<file path="src/rtl/ss_pkg.sv">
package ss_pkg;
  typedef enum logic [2:0] {
    ST_IDLE = 3'd0,
    ST_INIT = 3'd1,
    ST_RAMP = 3'd2,
    ST_RUN  = 3'd3,
    ST_OFF  = 3'd4
  } ss_state_e;
endpackage

</file>
<file path="src/rtl/ss_tick_timer.sv">
// Counts switching-cycle ticks for the initialization delay and the ramp step period.
module ss_tick_timer #(
  parameter int DELAY_TICKS = 1500,
  parameter int STEP_TICKS  = 6
) (
  input  logic clk,
  input  logic rst_n,
  input  logic tick_i,
  input  logic init_run_i,
  input  logic ramp_run_i,
  output logic init_done_o,
  output logic step_o
);
  localparam int DW = (DELAY_TICKS > 1) ? $clog2(DELAY_TICKS) : 1;
  localparam int SW = (STEP_TICKS > 1) ? $clog2(STEP_TICKS) : 1;
  localparam logic [DW-1:0] DLAST = DW'(DELAY_TICKS - 1);
  localparam logic [SW-1:0] SLAST = SW'(STEP_TICKS - 1);

  logic [DW-1:0] dcnt_q, dcnt_d;
  logic [SW-1:0] scnt_q, scnt_d;

  assign init_done_o = init_run_i && tick_i && (dcnt_q == DLAST);
  assign step_o      = ramp_run_i && tick_i && (scnt_q == SLAST);

  always_comb begin
    dcnt_d = dcnt_q;
    if (!init_run_i)      dcnt_d = '0;
    else if (init_done_o) dcnt_d = '0;
    else if (tick_i)      dcnt_d = dcnt_q + 1'b1;
  end

  always_comb begin
    scnt_d = scnt_q;
    if (!ramp_run_i) scnt_d = '0;
    else if (step_o) scnt_d = '0;
    else if (tick_i) scnt_d = scnt_q + 1'b1;
  end

  always_ff @(posedge clk or negedge rst_n) begin
    if (!rst_n) begin
      dcnt_q <= '0;
      scnt_q <= '0;
    end else begin
      dcnt_q <= dcnt_d;
      scnt_q <= scnt_d;
    end
  end
endmodule

</file>
<file path="src/rtl/ss_ramp_gen.sv">
// Stepped reference code from zero to the target.
module ss_ramp_gen #(
  parameter int CODE_W      = 10,
  parameter int TARGET_CODE = 640
) (
  input  logic              clk,
  input  logic              rst_n,
  input  logic              clear_i,
  input  logic              step_i,
  output logic [CODE_W-1:0] ref_o,
  output logic              last_step_o
);
  localparam logic [CODE_W-1:0] TGT = CODE_W'(TARGET_CODE);

  logic [CODE_W-1:0] ref_q, ref_d;
  logic              at_tgt;

  assign at_tgt      = (ref_q == TGT);
  assign last_step_o = step_i && (ref_q == TGT - 1'b1);
  assign ref_o       = ref_q;

  always_comb begin
    ref_d = ref_q;
    if (clear_i)              ref_d = '0;
    else if (step_i && !at_tgt) ref_d = ref_q + 1'b1;
  end

  always_ff @(posedge clk or negedge rst_n) begin
    if (!rst_n) ref_q <= '0;
    else        ref_q <= ref_d;
  end
endmodule

</file>
<file path="src/rtl/ss_fault_mon.sv">
// Overvoltage latch with low-side discharge pulsing, and post-ramp undervoltage latch.
module ss_fault_mon #(
  parameter int CODE_W  = 10,
  parameter int OV_CODE = 800,
  parameter int UV_CODE = 480
) (
  input  logic              clk,
  input  logic              rst_n,
  input  logic              en_i,
  input  logic              tick_i,
  input  logic              uv_arm_i,
  input  logic [CODE_W-1:0] vout_i,
  output logic              ov_o,
  output logic              uv_o,
  output logic              ls_pulse_o
);
  localparam logic [CODE_W-1:0] OVC = CODE_W'(OV_CODE);
  localparam logic [CODE_W-1:0] UVC = CODE_W'(UV_CODE);

  logic ov_q, ov_d, uv_q, uv_d, ph_q, ph_d;

  always_comb begin
    ov_d = ov_q | (en_i && (vout_i > OVC));
    if (!ov_q)       ph_d = 1'b0;
    else if (tick_i) ph_d = ~ph_q;
    else             ph_d = ph_q;
    if (!en_i)       uv_d = 1'b0;
    else if (uv_q)   uv_d = 1'b1;
    else             uv_d = uv_arm_i && (vout_i < UVC);
  end

  always_ff @(posedge clk or negedge rst_n) begin
    if (!rst_n) begin
      ov_q <= 1'b0;
      uv_q <= 1'b0;
      ph_q <= 1'b0;
    end else begin
      ov_q <= ov_d;
      uv_q <= uv_d;
      ph_q <= ph_d;
    end
  end

  assign ov_o       = ov_q;
  assign uv_o       = uv_q;
  assign ls_pulse_o = ph_q;
endmodule

</file>
<file path="src/rtl/softstart_seq.sv">
module softstart_seq #(
  parameter int CODE_W      = 10,
  parameter int TARGET_CODE = 640,
  parameter int OV_CODE     = 800,
  parameter int UV_CODE     = 480,
  parameter int PG_LO       = 592,
  parameter int PG_HI       = 688,
  parameter int DELAY_TICKS = 1500,
  parameter int STEP_TICKS  = 2
) (
  input  logic              clk,
  input  logic              rst_n,
  input  logic              en_i,
  input  logic              tick_i,
  input  logic [CODE_W-1:0] vout_code_i,
  output logic [CODE_W-1:0] ref_code_o,
  output logic              hs_en_o,
  output logic              ls_en_o,
  output logic              pgood_o,
  output logic              ocp_sample_o,
  output logic              ov_latch_o,
  output logic              uv_latch_o
);
  import ss_pkg::*;

  localparam logic [CODE_W-1:0] PGL = CODE_W'(PG_LO);
  localparam logic [CODE_W-1:0] PGH = CODE_W'(PG_HI);

  ss_state_e         st_q, st_d;
  logic              sw_q, sw_d;
  logic              init_done, step, last_step;
  logic              ov, uv, ls_pulse;
  logic [CODE_W-1:0] ref_code;

  ss_tick_timer #(.DELAY_TICKS(DELAY_TICKS), .STEP_TICKS(STEP_TICKS)) u_timer (
    .clk(clk), .rst_n(rst_n), .tick_i(tick_i),
    .init_run_i(st_q == ST_INIT), .ramp_run_i(st_q == ST_RAMP),
    .init_done_o(init_done), .step_o(step)
  );

  ss_ramp_gen #(.CODE_W(CODE_W), .TARGET_CODE(TARGET_CODE)) u_ramp (
    .clk(clk), .rst_n(rst_n),
    .clear_i((st_q == ST_IDLE) || (st_q == ST_INIT) || !en_i),
    .step_i(step), .ref_o(ref_code), .last_step_o(last_step)
  );

  ss_fault_mon #(.CODE_W(CODE_W), .OV_CODE(OV_CODE), .UV_CODE(UV_CODE)) u_fault (
    .clk(clk), .rst_n(rst_n), .en_i(en_i), .tick_i(tick_i),
    .uv_arm_i(st_q == ST_RUN), .vout_i(vout_code_i),
    .ov_o(ov), .uv_o(uv), .ls_pulse_o(ls_pulse)
  );

  // Next-state logic
  always_comb begin
    st_d = st_q;
    if (!en_i) st_d = ST_IDLE;
    else begin
      case (st_q)
        ST_IDLE: st_d = ST_INIT;
        ST_INIT: if (init_done) st_d = ST_RAMP;
        ST_RAMP: if (last_step) st_d = ST_RUN;
        ST_RUN:  if (uv) st_d = ST_OFF;
        ST_OFF:  st_d = ST_OFF;
        default: st_d = ST_IDLE;
      endcase
    end
  end

  // Switching permission: held off until the ramp passes the output
  always_comb begin
    sw_d = sw_q;
    if (!en_i) sw_d = 1'b0;
    else begin
      case (st_q)
        ST_RAMP: sw_d = sw_q || (ref_code > vout_code_i) || last_step;
        ST_RUN,
        ST_OFF:  sw_d = sw_q;
        default: sw_d = 1'b0;
      endcase
    end
  end

  always_ff @(posedge clk or negedge rst_n) begin
    if (!rst_n) begin
      st_q <= ST_IDLE;
      sw_q <= 1'b0;
    end else begin
      st_q <= st_d;
      sw_q <= sw_d;
    end
  end

  assign ref_code_o   = ref_code;
  assign hs_en_o      = sw_q && !ov && !uv;
  assign ls_en_o      = ov ? ls_pulse : (sw_q && !uv);
  assign pgood_o      = (st_q == ST_RUN) && !ov && !uv &&
                        (vout_code_i >= PGL) && (vout_code_i <= PGH);
  assign ocp_sample_o = (st_q == ST_INIT);
  assign ov_latch_o   = ov;
  assign uv_latch_o   = uv;
endmodule

</file>
<file path="config.mk">
export PLATFORM = sky130hd
export DESIGN_NAME = softstart_seq
export DESIGN_NICKNAME = d
export VERILOG_FILES = /design/src/rtl/ss_pkg.sv /design/src/rtl/ss_tick_timer.sv /design/src/rtl/ss_ramp_gen.sv /design/src/rtl/ss_fault_mon.sv /design/src/rtl/softstart_seq.sv
export SDC_FILE = /design/constraint.sdc
export NUM_CORES = 1
export LEC_CHECK = 0
export ABC_AREA = 0
export BUFFER_PORTS_ARGS = -buffer_cell sky130_fd_sc_hd__buf_4
export CAP_MARGIN = 10
export CELL_PAD_IN_SITES_DETAIL_PLACEMENT = 1
export CELL_PAD_IN_SITES_GLOBAL_PLACEMENT = 1
export CORE_MARGIN = 2
export CORE_UTILIZATION = 46
export DETAILED_ROUTE_END_ITERATION = 10
export PLACE_DENSITY = 0.86
export SLEW_MARGIN = 20
export SYNTH_ARGS = -nofsm -noshare
export SYNTH_HDL_FRONTEND = slang
export SYNTH_HIERARCHICAL = 1
export SYNTH_SLANG_ARGS = --single-unit
</file>
<file path="constraint.sdc">
create_clock -name clk -period 3.27 [get_ports clk]
set_clock_uncertainty 0.05 [all_clocks]
set_input_delay 0.4905 -clock clk [delete_from_list [all_inputs] [get_ports clk]]
set_output_delay 0.4905 -clock clk [all_outputs]
set_load 0.03 [all_outputs]
</file>
======== Word level (Yosys, flattened, before mapping) ========
Index checks and enable logic that the tools add are counted.
word-level totals
  flip-flop bits (word level) ............. 29
  input port bits ......................... 14
  output and inout bits ................... 16
operators by class
  add/subtract/negate cells ............... 3
  $lt $le $gt $ge ......................... 5
  equality and inequality tests ........... 14
  mux-type cells .......................... 20
  bitwise operators ....................... 2
  reductions and logical operators ........ 27
operators by type and width
  kind                                                                      number
  11-bit two-way mux                                                        3
  10-bit equality test (second input constant)                              2
  10-bit two-way mux                                                        2
  1-bit logical AND                                                         15
  3-bit one-hot mux with 5 select lines                                     1
  3-bit two-way mux                                                         4
  3-bit inequality test (second input constant)                             4
  11-bit by 1-bit adder with 11-bit output (second input constant)          1
  11-bit equality test (second input constant)                              1
  10-bit by 1-bit adder with 10-bit output (second input constant)          1
  10-bit greater-or-equal comparator (second input constant)                1
  10-bit > comparator                                                       1
  10-bit > comparator (second input constant)                               1
  10-bit <= comparator (second input constant)                              1
  10-bit by 9-bit < comparator with 1-bit output (second input constant)    1
  1-bit two-way mux                                                         9
  3-bit by 2-bit equality test with 1-bit output (second input constant)    2
  1-bit logical NOT                                                         4
  1-bit logical OR                                                          4
  2-bit inequality test (second input constant)                             2
  3-bit by 1-bit equality test with 1-bit output (second input constant)    1
  3-bit equality test (second input constant)                               1
  3-bit logical NOT                                                         1
  3-bit by 2-bit inequality test with 1-bit output (second input constant)  1
  other kinds (7)                                                           7

======== Depth between registers and ports, before layout ========
  depth after elaboration ................. 7
  gate-level depth with buffers ........... 9

======== Cells and area by module ========
Netlist, hierarchy kept.
modules (own cells, without submodules)
  module         instances  cells each  area each (um2)  seq. area each (um2)
  ss_tick_timer  1          79          706.9            300.3
  ss_ramp_gen    1          63          595.6            250.2
  softstart_seq  1          68          550.5            100.1
  ss_fault_mon   1          14          156.4            75.1

======== Least setup slack after synthesis ========
OpenSTA, ideal clock, no wires.
  path type ............................... register to register
  from .................................... register st_q[2]
  to ...................................... register u_timer.dcnt_q[7]
  setup time .............................. 0.069 ns
  arrival time ............................ 2.114 ns
  data required time ...................... 3.151 ns
  setup slack ............................. 1.037 ns
  cell stages (with the launch flop) ...... 5
  clock period less this slack ............ 2.233 ns
  cell sequence ........................... dfrtp_1 nor3b_1 nand2_1 or3_2 nand3_1
on the way
  word-level cells in the longest chain between the ends .. 5
RTL lines
  item                                              RTL line             text
  from (decl)                                       softstart_seq.sv:29  ss_state_e st_q, st_d;
  from (signal assigned)                            softstart_seq.sv:88  st_q <= st_d;
  3-bit by 1-bit equality test with 1-bit output *  --
  net ocp_sample_o                                  softstart_seq.sv:20  output logic ocp_sample_o,
  1-bit logical AND (2 in series)                   ss_tick_timer.sv:22  assign init_done_o = init_run_i && tick_i && (dcnt_q == DLAST);
  11-bit two-way mux                                ss_tick_timer.sv:28  else if (init_done_o) dcnt_d = '0;
  11-bit two-way mux                                ss_tick_timer.sv:27  if (!init_run_i) dcnt_d = '0;
  to (signal assigned)                              ss_tick_timer.sv:44  dcnt_q <= dcnt_d;
  to (decl)                                         ss_tick_timer.sv:19  logic [DW-1:0] dcnt_q, dcnt_d;
The timed path passes the listed nets; every way through them passes the cells marked *.
A chain may end at the register's enable or synchronous reset.

======== Final worst setup path ========
  from .................................... register st_q[1]
  to ...................................... register sw_q
on the way
  word-level cells in the longest chain between the ends .. 7
RTL lines
  item                                            RTL line             text
  3-bit by 2-bit equality test with 1-bit output  softstart_seq.sv:37  .init_run_i(st_q == ST_INIT), .ramp_run_i(st_q == ST_RAMP),
  1-bit logical AND (2 in series)                 ss_tick_timer.sv:23  assign step_o = ramp_run_i && tick_i && (scnt_q == SLAST);
  net step                                        softstart_seq.sv:31  logic init_done, step, last_step;
  1-bit logical AND                               ss_ramp_gen.sv:19    assign last_step_o = step_i && (ref_q == TGT - 1'b1);
  net last_step                                   softstart_seq.sv:31
  1-bit logical OR                                softstart_seq.sv:75  ST_RAMP: sw_d = sw_q || (ref_code > vout_code_i) || last_step;
  1-bit one-hot mux with 2 select lines           softstart_seq.sv:74  case (st_q)
  1-bit two-way mux                               softstart_seq.sv:72  if (!en_i) sw_d = 1'b0;
  to (signal assigned)                            softstart_seq.sv:89  sw_q <= sw_d;
  to (decl)                                       softstart_seq.sv:30  logic sw_q, sw_d;
The timed path passes the listed nets, and every way through them passes these cells.

==> summary.md <==
| Metric | Value |
|---|---|
| DRT Wirelength | `between 5000 and 6000 um` |
| Grt met3 use | `0.0433` |
| Sequential cell area | `about 730 sq um` |
| Top post-synthesis cells by area | `dfrtp_1, ha_1, nand2_1` |
| CP endpoint kind | `flop` |
| Fin Setup TNS | `0 ps` |
| IO Port Bufs | `29` |
| Area after DPL | `2280 sq um` |
| DR vias/cell | `5.95` |
| R2R cell count | `9` |
| DP Worst Slack | `1010 ps` |
| Design Area, Final | `2360 sq um` |
| GPL Wtd Cong | `between 0.8 and 0.9` |
| Root Driver | `clkbuf_8` |
| CP arrival | `around 2500 ps` |
| Nets | `roughly 290` |
| CP startpoint kind | `flop` |
| Setup WS post-layout | `a little over 900 ps` |
| Synth warn | `6` |
| Share of Yosys cell area claimed by the top area cell type | `0.361` |
| Drt pass-1 iters | `4` |
| Initial antenna violation count | `0` |
| Fraction of registers with async set/reset | `1.00` |
| Library cells used by synthesis | `53` |
| Leakage | `1.06 nW` |
| Top Ports | `30` |
| Total number of vias | `~1.9k` |
| Crit-path max FO | `7` |
| # diodes | `0` |
| Met1 Use GR | `0.297` |
| Vias in the first global route | `~1.9k` |
| Crit path required time | `approximately 3400 ps` |
| # fillers | `between 500 and 600` |
| Layout cells sized above 1 | `0.201` |
| Max rail drop VDD | `161 uV` |
| CTS Buf Count | `5` |
| Die H | `around 70 um` |
| Min Tclk post-route | `~2400 ps` |
| Met2 usage | `0.436` |
| Fmax achieved | `roughly 420 MHz` |
| Mapped Avg Cell Area | `8.97 sq um` |
| Yosys top cell by area | `dfrtp_1` |
| Relative slew slack | `0.389` |
| Status | `finished, final reports clean` |
| Core footprint | `4290 sq um` |
| H-tree depth | `2` |
| Setup bufs post-CTS | `0` |
| Slew @ Worst Pin | `roughly 900 ps` |
| Clk Latency, worst-skew pair | `~280 ps` |
| Final Non-Filler Cells | `about 310` |
| GRT Max-Usage Layer | `met2` |
| Max_cap viols | `0` |
| Final setup vio count | `0` |
| Largest net degree at the start of global routing | `30` |
| Site Rows | `24` |
| Number of enable flip-flop cells after synthesis | `0` |
| Hold Crit Class | `in2async` |
| Post-DRT Antenna Nets | `0` |
| Kind of critical path | `reg2reg` |
| Initial Util | `0.468` |
| Gr ovfl total | `0` |
| Worst reg2reg setup slack | `about 910 ps` |
| # DRC | `0` |
| GRT Util Overall | `0.242` |
| Worst-path clk slew | `approximately 70 ps` |
| Pwr/cell area | `roughly 330 nW/um^2` |
| First-pass GRT wire length | `about 9500 um` |
| Die span in x | `about 70 um` |
| Yosys reg bits | `29` |
| Area occupied by multi-input gates | `approximately 1200 sq um` |
| CTS tree | `built` |
| Post-CTS sizing | `0` |
| Synthesized instance count | `between 200 and 250` |
| Post-synthesis net count | `approximately 250` |
| Slew Limit Fails | `0` |
| Dpl hpwl | `about 4100 um` |
| Clk sinks | `29` |
| Seq/Total Area, Yosys | `0.361` |
| Commonest register cell after synthesis | `dfrtp_1` |
| Drt initial violations | `64` |
| Die area | `between 4000 and 5000 sq um` |
| Synth-to-layout area growth | `17.4%` |
| Worst-case clock buffer depth | `2` |
| RSZ-0062 raised after global routing | `no` |
| Placed cells | `between 300 and 400` |
| CTS Hold Bufs | `0` |
| Top cells by count, synth | `dfrtp_1, nand2_1, inv_1` |
| Post-Syn Area | `2010 sq um` |
| Count leader, synth | `dfrtp_1` |
| Fin. Hold Viols | `0` |
| Final Cycle Share | `0.721` |
| Avg WL per Cell | `between 15 and 20 um` |
## layout make-up
type	instances	share of cell area
multi-input cells	173	0.503
flip-flops and latches	29	0.308
repair buffers	31	0.0986
clock buffers	6	0.0308
inverters	18	0.0286
well taps	52	0.0276
clock inverters	2	0.00424
## worst max-delay path, cell delays in order, from the launching register on
cell      delay, ps
dfrtp_1         430
nor2b_4         210
nor2b_1         150
and3_1          320
nand3_1         220
nor4b_1         500
nor2_1          100
nand4_1         130
o211ai_2         90
a21oi_2         100
## layer usage
metal	vias to the layer above	routed length [um]	part of all wire
li1	891	-	-
met1	910	2400	0.43
met2	43	2890	0.52
met3	8	203	0.036
met4	0	85	0.015
met5	-	0	0
## kinds of logic after synthesis
group / Yosys count / synth area share
AND/OR/NAND/NOR: 103 / 0.308
AO/OA/AOI/OAI: 50 / 0.170
flip-flops: 29 / 0.361
buffers and inverters: 22 / 0.0486
adder cells (fa/ha/maj): 13 / 0.0809
multiplexers: 1 / 0.00560
XOR/XNOR: 6 / 0.0262
## sequential cells by signal, summed over array words and instances (netlist names)
signal / count
sw_q: 1
st_q: 3
u_fault/uv_o: 1
u_ramp/ref_o: 10
u_timer/dcnt_q: 11
u_timer/scnt_q: 1
u_fault/ls_pulse_o: 1
u_fault/ov_o: 1
## worst paths after layout
path                                            endpoint                           from
setup reg to reg                        sw_q$_DFFE_PN0P_            st_q[1]$_DFFE_PN0P_
hold reg to reg            u_timer/dcnt_q[3]$_DFFE_PN0P_  u_timer/dcnt_q[3]$_DFFE_PN0P_
hold / removal             u_timer/dcnt_q[2]$_DFFE_PN0P_                          rst_n
min in group clk                        sw_q$_DFFE_PN0P_                           en_i
setup / recovery                        sw_q$_DFFE_PN0P_            st_q[1]$_DFFE_PN0P_
max in group asynchronous    u_ramp/ref_o[1]$_DFFE_PN0P_                          rst_n
## report_power, final
part           leakage [nW]  internal [W]  switching (W)
registers             0.394      0.000368     0.00000819
clock network        0.0450      0.000147       0.000146
logic                 0.617     0.0000424      0.0000562
total                  1.06      0.000557       0.000210
## cell usage in the layout (no fill, tap or decap), drive strengths merged, types with 4 or more instances in the layout
| cell type | synthesis | final |
|---|---|---|
| buf | 2 | 31 |
| dfrtp | 29 | 29 |
| nand2 | 19 | 19 |
| inv | 18 | 18 |
| nor2 | 13 | 13 |
| ha | 13 | 13 |
| a21oi | 11 | 11 |
| o21ai | 10 | 10 |
| nand3 | 10 | 10 |
| nor2b | 10 | 10 |
| nand4 | 10 | 10 |
| and2 | 7 | 7 |
| clkbuf | 2 | 6 |
| nor4 | 6 | 6 |
| or3 | 6 | 6 |
| and3 | 5 | 5 |
| a21boi | 5 | 5 |
| xor2 | 4 | 4 |
## per-stage QoR
| stage | power (W) | hold slack, ps | utilization |
|---|---|---|---|
| after floorplan | 0.000435 | 145 | - |
| after global placement | 0.000479 | 399 | 0.530 |
| after detailed placement | 0.000482 | 399 | 0.530 |
| after CTS | 0.000773 | 103 | 0.550 |
| after global routing | 0.000803 | 112 | 0.550 |
| final | 0.000767 | 93.1 | 0.550 |
(Power assumes the default switching activity.)
